--- src/rtl/gs_pkg.sv ---
// Package: shared types and constant functions for the Goldschmidt divider.
// Assumes callers pass small widths (index width + seed width well below 60).
package gs_pkg;

    // Sequencer state.
    typedef enum logic {
        GS_IDLE = 1'b0,
        GS_RUN  = 1'b1
    } gs_state_e;

    // Reciprocal seed for table slot i: 1/(midpoint of the slot), scaled by
    // 2^sw and rounded to nearest. The slot covers [1 + i/2^iw, 1 + (i+1)/2^iw).
    function automatic longint unsigned seed_value(longint unsigned i,
                                                   longint unsigned iw,
                                                   longint unsigned sw);
        longint unsigned num;
        longint unsigned den;
        num = 64'd1 << (sw + iw + 64'd1);
        den = (64'd1 << (iw + 64'd1)) + 64'd2 * i + 64'd1;
        return (64'd2 * num + den) / (64'd2 * den);
    endfunction

endpackage

--- src/rtl/gs_seed_rom.sv ---
// Reciprocal seed table. The entries are computed at elaboration, one per index
// value. The output is the seed placed in Q1.(M-1) format (integer bit zero).
// Assumes M-1 > SW so that the seed fits below the integer bit.
module gs_seed_rom #(
    parameter int M    = 24,
    parameter int IDXW = 6,
    parameter int SW   = 8
) (
    input  logic [IDXW-1:0] idx,
    output logic [M-1:0]    t
);
    localparam int DEPTH = 1 << IDXW;
    localparam int PADW  = M - 1 - SW;

    logic [SW-1:0] seeds [DEPTH];

    // One constant entry per slot.
    for (genvar g = 0; g < DEPTH; g++) begin : g_seed
        assign seeds[g] = SW'(gs_pkg::seed_value(64'(g), 64'(IDXW), 64'(SW)));
    end

    // Place the seed as a pure fraction in Q1.(M-1).
    assign t = {1'b0, seeds[idx], {PADW{1'b0}}};

endmodule

--- src/rtl/gs_mul_trunc.sv ---
// Shared multiplier: the product of two Q1.(M-1) values is truncated back to
// Q1.(M-1). A product of 2 or more saturates to all ones so that it never wraps.
module gs_mul_trunc #(
    parameter int M = 24
) (
    input  logic [M-1:0] x,
    input  logic [M-1:0] y,
    output logic [M-1:0] p
);
    localparam int PW = 2 * M;

    logic [PW-1:0] full;

    // Full-width product in Q2.(2M-2).
    assign full = PW'(x) * PW'(y);

    // Drop the low M-1 fraction bits, or clamp when the integer part reaches 2.
    assign p = full[PW-1] ? {M{1'b1}} : M'(full >> (M - 1));

endmodule

--- src/rtl/gs_ctrl.sv ---
// Step sequencer. It accepts a start while idle, then counts NSTEPS multiply
// steps, one per cycle, and pulses done after the last. A start while running
// is ignored.
module gs_ctrl #(
    parameter int NSTEPS = 7,
    parameter int STW    = $clog2(NSTEPS)
) (
    input  logic           clk,
    input  logic           rst_n,
    input  logic           start,
    output logic           busy,
    output logic [STW-1:0] step,
    output logic           last,
    output logic           done
);
    import gs_pkg::*;

    localparam logic [STW-1:0] LAST_STEP = STW'(NSTEPS - 1);

    gs_state_e state;

    // State, step counter and done pulse.
    always_ff @(posedge clk) begin
        if (!rst_n) begin
            state <= GS_IDLE;
            step  <= '0;
            done  <= 1'b0;
        end else begin
            done <= 1'b0;
            case (state)
                GS_IDLE: if (start) begin
                    state <= GS_RUN;
                    step  <= '0;
                end
                GS_RUN: if (step == LAST_STEP) begin
                    state <= GS_IDLE;
                    done  <= 1'b1;
                end else begin
                    step <= step + STW'(1);
                end
                default: state <= GS_IDLE;
            endcase
        end
    end

    // Decoded status for the datapath.
    assign busy = (state == GS_RUN);
    assign last = busy && (step == LAST_STEP);

    AST_DONE_PULSE: assert property (@(posedge clk) disable iff (!rst_n)
        done |=> !done);
    AST_STEP_ADVANCE: assert property (@(posedge clk) disable iff (!rst_n)
        (busy && !last) |=> (busy && step == $past(step) + STW'(1)));
    AST_LAST_TO_DONE: assert property (@(posedge clk) disable iff (!rst_n)
        last |=> (done && !busy));
    AST_BUSY_START_IGNORED: assert property (@(posedge clk) disable iff (!rst_n)
        (busy && start && !last) |=> (busy && step != '0));

endmodule

--- src/rtl/gs_divider.sv ---
// Goldschmidt significand divider (top). It latches A and B on start, looks up
// a seed T close to 1/B, and forms n0 = A*T and d0 = B*T. It then repeats
// n = n*r and d = d*r with r = ~d (one's complement, about 2 - d). The steps
// alternate on one shared multiplier. The last numerator product plus INC
// becomes q. Assumes both operands are in [1, 2).
module gs_divider #(
    parameter int M     = 24,
    parameter int IDXW  = 6,
    parameter int SW    = 8,
    parameter int ITERS = 3,
    parameter int INC   = 1
) (
    input  logic         clk,
    input  logic         rst_n,
    input  logic         start,
    input  logic [M-1:0] a_in,
    input  logic [M-1:0] b_in,
    output logic         done,
    output logic [M-1:0] q
);
    localparam int NSTEPS = 2 * ITERS + 1;
    localparam int STW    = $clog2(NSTEPS);

    logic [M-1:0]   a_r, b_r, n_r, d_r, q_r;
    logic [M-1:0]   t_seed, mx, my, prod;
    logic [M:0]     fin_sum;
    logic           busy, last;
    logic [STW-1:0] step;

    gs_ctrl #(.NSTEPS(NSTEPS), .STW(STW)) u_ctrl (
        .clk   (clk),
        .rst_n (rst_n),
        .start (start),
        .busy  (busy),
        .step  (step),
        .last  (last),
        .done  (done)
    );

    gs_seed_rom #(.M(M), .IDXW(IDXW), .SW(SW)) u_seed (
        .idx (b_r[M-2 -: IDXW]),
        .t   (t_seed)
    );

    gs_mul_trunc #(.M(M)) u_mul (
        .x (mx),
        .y (my),
        .p (prod)
    );

    // Select the multiplier operands for the current step.
    always_comb begin
        if (step == STW'(0)) begin
            mx = a_r;
            my = t_seed;
        end else if (step == STW'(1)) begin
            mx = b_r;
            my = t_seed;
        end else if (!step[0]) begin
            mx = n_r;
            my = ~d_r;
        end else begin
            mx = d_r;
            my = ~d_r;
        end
    end

    // Final increment with saturation.
    assign fin_sum = {1'b0, prod} + (M+1)'(INC);

    // Operand capture and iteration registers.
    always_ff @(posedge clk) begin
        if (!rst_n) begin
            a_r <= '0;
            b_r <= '0;
            n_r <= '0;
            d_r <= '0;
            q_r <= '0;
        end else begin
            if (start && !busy) begin
                a_r <= a_in;
                b_r <= b_in;
            end
            if (busy) begin
                if (last)
                    q_r <= fin_sum[M] ? {M{1'b1}} : fin_sum[M-1:0];
                else if (!step[0])
                    n_r <= prod;
                else
                    d_r <= prod;
            end
        end
    end

    assign q = q_r;

    AST_RESET_CLEAR: assert property (@(posedge clk)
        !rst_n |=> (!done && q == '0));
    AST_Q_HOLD: assert property (@(posedge clk) disable iff (!rst_n)
        !done |-> $stable(q));
    AST_OPS_FROZEN: assert property (@(posedge clk) disable iff (!rst_n)
        (busy && $past(busy)) |-> ($stable(a_r) && $stable(b_r)));
    AST_D_NORMAL: assert property (@(posedge clk) disable iff (!rst_n)
        (busy && step >= STW'(2)) |-> (d_r[M-1] || d_r[M-2]));

endmodule

--- config.mk ---
export PLATFORM = sky130hd
export DESIGN_NAME = gs_divider
export DESIGN_NICKNAME = d
export VERILOG_FILES = /design/src/rtl/gs_pkg.sv /design/src/rtl/gs_seed_rom.sv /design/src/rtl/gs_mul_trunc.sv /design/src/rtl/gs_ctrl.sv /design/src/rtl/gs_divider.sv
export SDC_FILE = /design/constraint.sdc
export NUM_CORES = 2
export LEC_CHECK = 0
export BUFFER_PORTS_ARGS = -buffer_cell sky130_fd_sc_hd__buf_2
export CAP_MARGIN = 40
export CORE_ASPECT_RATIO = 1.25
export CORE_UTILIZATION = 34
export CTS_CLUSTER_SIZE = 12
export DETAILED_ROUTE_END_ITERATION = 7
export HOLD_SLACK_MARGIN = 0.02
export PLACE_DENSITY = 0.49
export SYNTH_ARGS = -nofsm -noshare
export SYNTH_HDL_FRONTEND = slang
export SYNTH_SLANG_ARGS = --single-unit
--- constraint.sdc ---
create_clock -name clk -period 13.4 [get_ports clk]
set_input_delay 1.34 -clock clk [delete_from_list [all_inputs] [get_ports clk]]
set_output_delay 1.34 -clock clk [all_outputs]
set_load 0.02 [all_outputs]
==> results.cfg <==
[worst_setup_path]
worstSetupStartpointType = flop
timing.critical_path.slowest_stage_cell = ha_1
timing.rr.start = u_ctrl.step[0]
crit_required_ns = 13.70
reg2regPathDepth = 37
cp-end-kind = flop
crit-reg2reg-capture = q[17]
ws_path_type = flop to flop
setup.worst_path.start = u_ctrl.step[0]
critical_path.max_fanout = 27
setup_slack_of_the_most_critical_reg_to_reg_path_ns = 1.63
critical_path_arrival_ns = 12.07
cp_slowest_stage_delay_ns = 0.76

[synthesis]
yosys_register_bits = 125
ys_seq_area_frac = 0.0980
synthesis.area_per_instance_um2 = 8.28
edff_count_synth = 0
synth_area_um2 = 25500
primary_ff_master_synth = dfxtp_1
syn-instance-count = 3081
synth_async_sr_flop_share = 0
ys.warnings.count = 0
ys_types = 84
syn-num-nets = 3800

[grt]
grtUsageTotal = 0.245
grt_pass1_vias = 23000
grt_max_degree = 101
global_route_wire_length_before_repair_um = 140000
global_route.overflow_total = 0
antenna_found_initial = 0

[sta]
setup_total_negative_slack_ns = 0
fin_crit_sh = 0.879
setup_repair_after_global_routing_missed_its_margin = false
layout_setup_ws_ns = 1.63
finalSetupViolations = 0
finalMaxSlewViolations = 0
timing.clock.skew_ns = 0.00953
tightest_slew_ns = 0.971
relSlewSlack = 0.353
fmaxAchievable_mhz = 84.9
finalHoldViolations = 0
min_period_ns = 11.77

[clock_network]
worstSkewPairLatency_ns = 0.43
tritoncts = done
cts_root_buf = clkbuf_16
cts_setup_buffers = 0
h-tree-depth = 4
clock_sinks = 125
post_cts.resized_instances = 0
max_buffers_root_to_sink = 2
ctsHoldBuffers = 0
cts.clk_slew.worst_paths_ns = 0.06
cts_buffers = 17

[finish]
num_antenna_cells = 0
fillCellCount = 7556
area.sequential_um2 = 2500
areaGrowthSynthToFinish_pct = 9.59
layout-drive-gt1-share = 0.0866
nets = 3800
postLayoutCoreUtil = 0.379
multi_input_comb_area_um2 = 20400

[die]
floorplan.rows = 111
pin_count = 76
chipWidth_um = 247
core-area_um2 = 73700
chip_height_um = 308
die_area_um2 = 76200
initial_core_util = 0.346

[place]
hpwl_um = 74700
pre_cts_slack_ns = 1.68
io_buffer_count = 75
place_congestion = 0.957

[min_path]
holdCritStartpoint = b_r[5]
timing.hold.worst_endpoint = b_r[5]
worst_hold_path.num_cells = 2
path_class_of_the_lowest_slack_min_delay_path = flop to flop

[run_status]
outcome = finished clean

[drt]
avgViaCountPerCell = 5.28
routedWlPerCell_um = 22.2
detail_route.wirelength_um = 89800
vias_after_detailed_routing = 21400
drtIter0Drc = 1381
final_antenna_net_count = 0
drc = 0
firstDrtPassIters = 6

[run]
maxCapViolations = 0
-- cell usage after synthesis (all sizes together) (4+ instances only) --
master / count / area share
a2111oi: 7 / 0.0027
a211oi: 10 / 0.0033
a21boi: 50 / 0.015
a21o: 18 / 0.0053
a21oi: 124 / 0.027
a221oi: 8 / 0.0027
a311oi: 4 / 0.0019
a31oi: 7 / 0.0020
a41oi: 4 / 0.0017
and2: 25 / 0.0061
and3: 13 / 0.0032
buf: 24 / 0.0051
clkbuf: 157 / 0.023
dfxtp: 125 / 0.098
fa: 481 / 0.38
ha: 187 / 0.092
inv: 540 / 0.079
mux2: 20 / 0.0088
mux2i: 14 / 0.0055
nand2: 605 / 0.089
nand2b: 12 / 0.0029
nand3: 19 / 0.0039
nand4: 15 / 0.0037
nor2: 249 / 0.037
nor2b: 12 / 0.0029
nor3: 40 / 0.0078
nor4: 19 / 0.0055
o211a: 49 / 0.019
o211ai: 7 / 0.0023
o21a: 11 / 0.0032
o21ai: 81 / 0.016
o21bai: 8 / 0.0024
o22a: 21 / 0.0072
o22ai: 23 / 0.0056
o31ai: 4 / 0.0014
or3: 5 / 0.0012
xnor2: 24 / 0.0082
xor2: 13 / 0.0045
-- worst max path at each step --
stage          depth (start not counted)  slack, ns  endpoint
2_1_floorplan                         43       3.10     q[14]
3_3_place_gp                          37       2.07     q[17]
3_5_place_dp                          37       1.68     q[17]
4_1_cts                               37       1.57     q[17]
5_1_grt                               37       0.99     q[17]
6_report                              37       1.63     q[17]
-- through the flow --
| stage | cells | instance area, um2 | hold WS (ns) |
|---|---|---|---|
| floorplan | 3081 | 25500 | 0.443 |
| global placement | 3997 | 27000 | 0.456 |
| detailed placement | 4021 | 27300 | 0.460 |
| CTS | 4053 | 28000 | 0.471 |
| global route | 4054 | 28000 | 0.489 |
| finish | 4054 | 28000 | 0.467 |
-- cell families (layout without fill, tap and decap cells) --
kind of cell	Yosys count	in the layout	share of synthesized area
compound gates	463	463	0.128
xor+xnor	37	37	0.0127
fa+ha+maj	668	668	0.469
buf+inv	721	734	0.108
flops	125	125	0.0980
mux	36	36	0.0161
simple gates	1031	1031	0.169
-- worst max-delay path: cells and delay by family (launching register included) --
family	cells	cell delay [ns]
AOI/OAI and AO/OA	8	2.93
adders and majority gates	10	4.88
xor gates and xnor gates	1	0.22
DFF	1	0.31
and+or+nand+nor	9	2.08
buffers and inverters	9	1.18
-- layout by cell type (no fill, tap or decap), drive strengths merged, types with 20 or more instances in the layout --
cell | synthesis | routed
nand2 | 605 | 605
inv | 540 | 541
fa | 481 | 481
nor2 | 249 | 249
ha | 187 | 187
buf | 24 | 162
dfxtp | 125 | 125
a21oi | 124 | 124
o21ai | 81 | 81
a21boi | 50 | 50
o211a | 49 | 49
nor3 | 40 | 40
and2 | 25 | 25
xnor2 | 24 | 24
o22ai | 23 | 23
o22a | 21 | 21
mux2 | 20 | 20
-- final cells by class --
type                            count  share of cell area
Inverter                          540              0.0725
Multi-Input combinational cell   2235               0.729
Clock inverter                     13             0.00590
Tap cell                          960              0.0429
Timing Repair Buffer              162              0.0436
Sequential cell                   125              0.0895
Clock buffer                       19              0.0162
-- sequential cells by signal (all words and copies together), names as in the netlist --
name,flops
q,24
a_r,24
u_ctrl.busy,1
u_ctrl.step,3
n_r,24
d_r,24
b_r,24
u_ctrl.done,1
-- layer usage --
| metal | part of all wire | vias up | GRT usage |
|---|---|---|---|
| met1 | 0.42 | 10900 | 0.316 |
| met5 | 0 | - | 0 |
| met2 | 0.50 | 701 | 0.422 |
| li1 | - | 9638 | - |
| met4 | 0.042 | 0 | 0.0940 |
| met3 | 0.043 | 140 | 0.0229 |
Power is not shown: default switching activity piles up to over one toggle a cycle in this logic, so the estimate is an artifact.
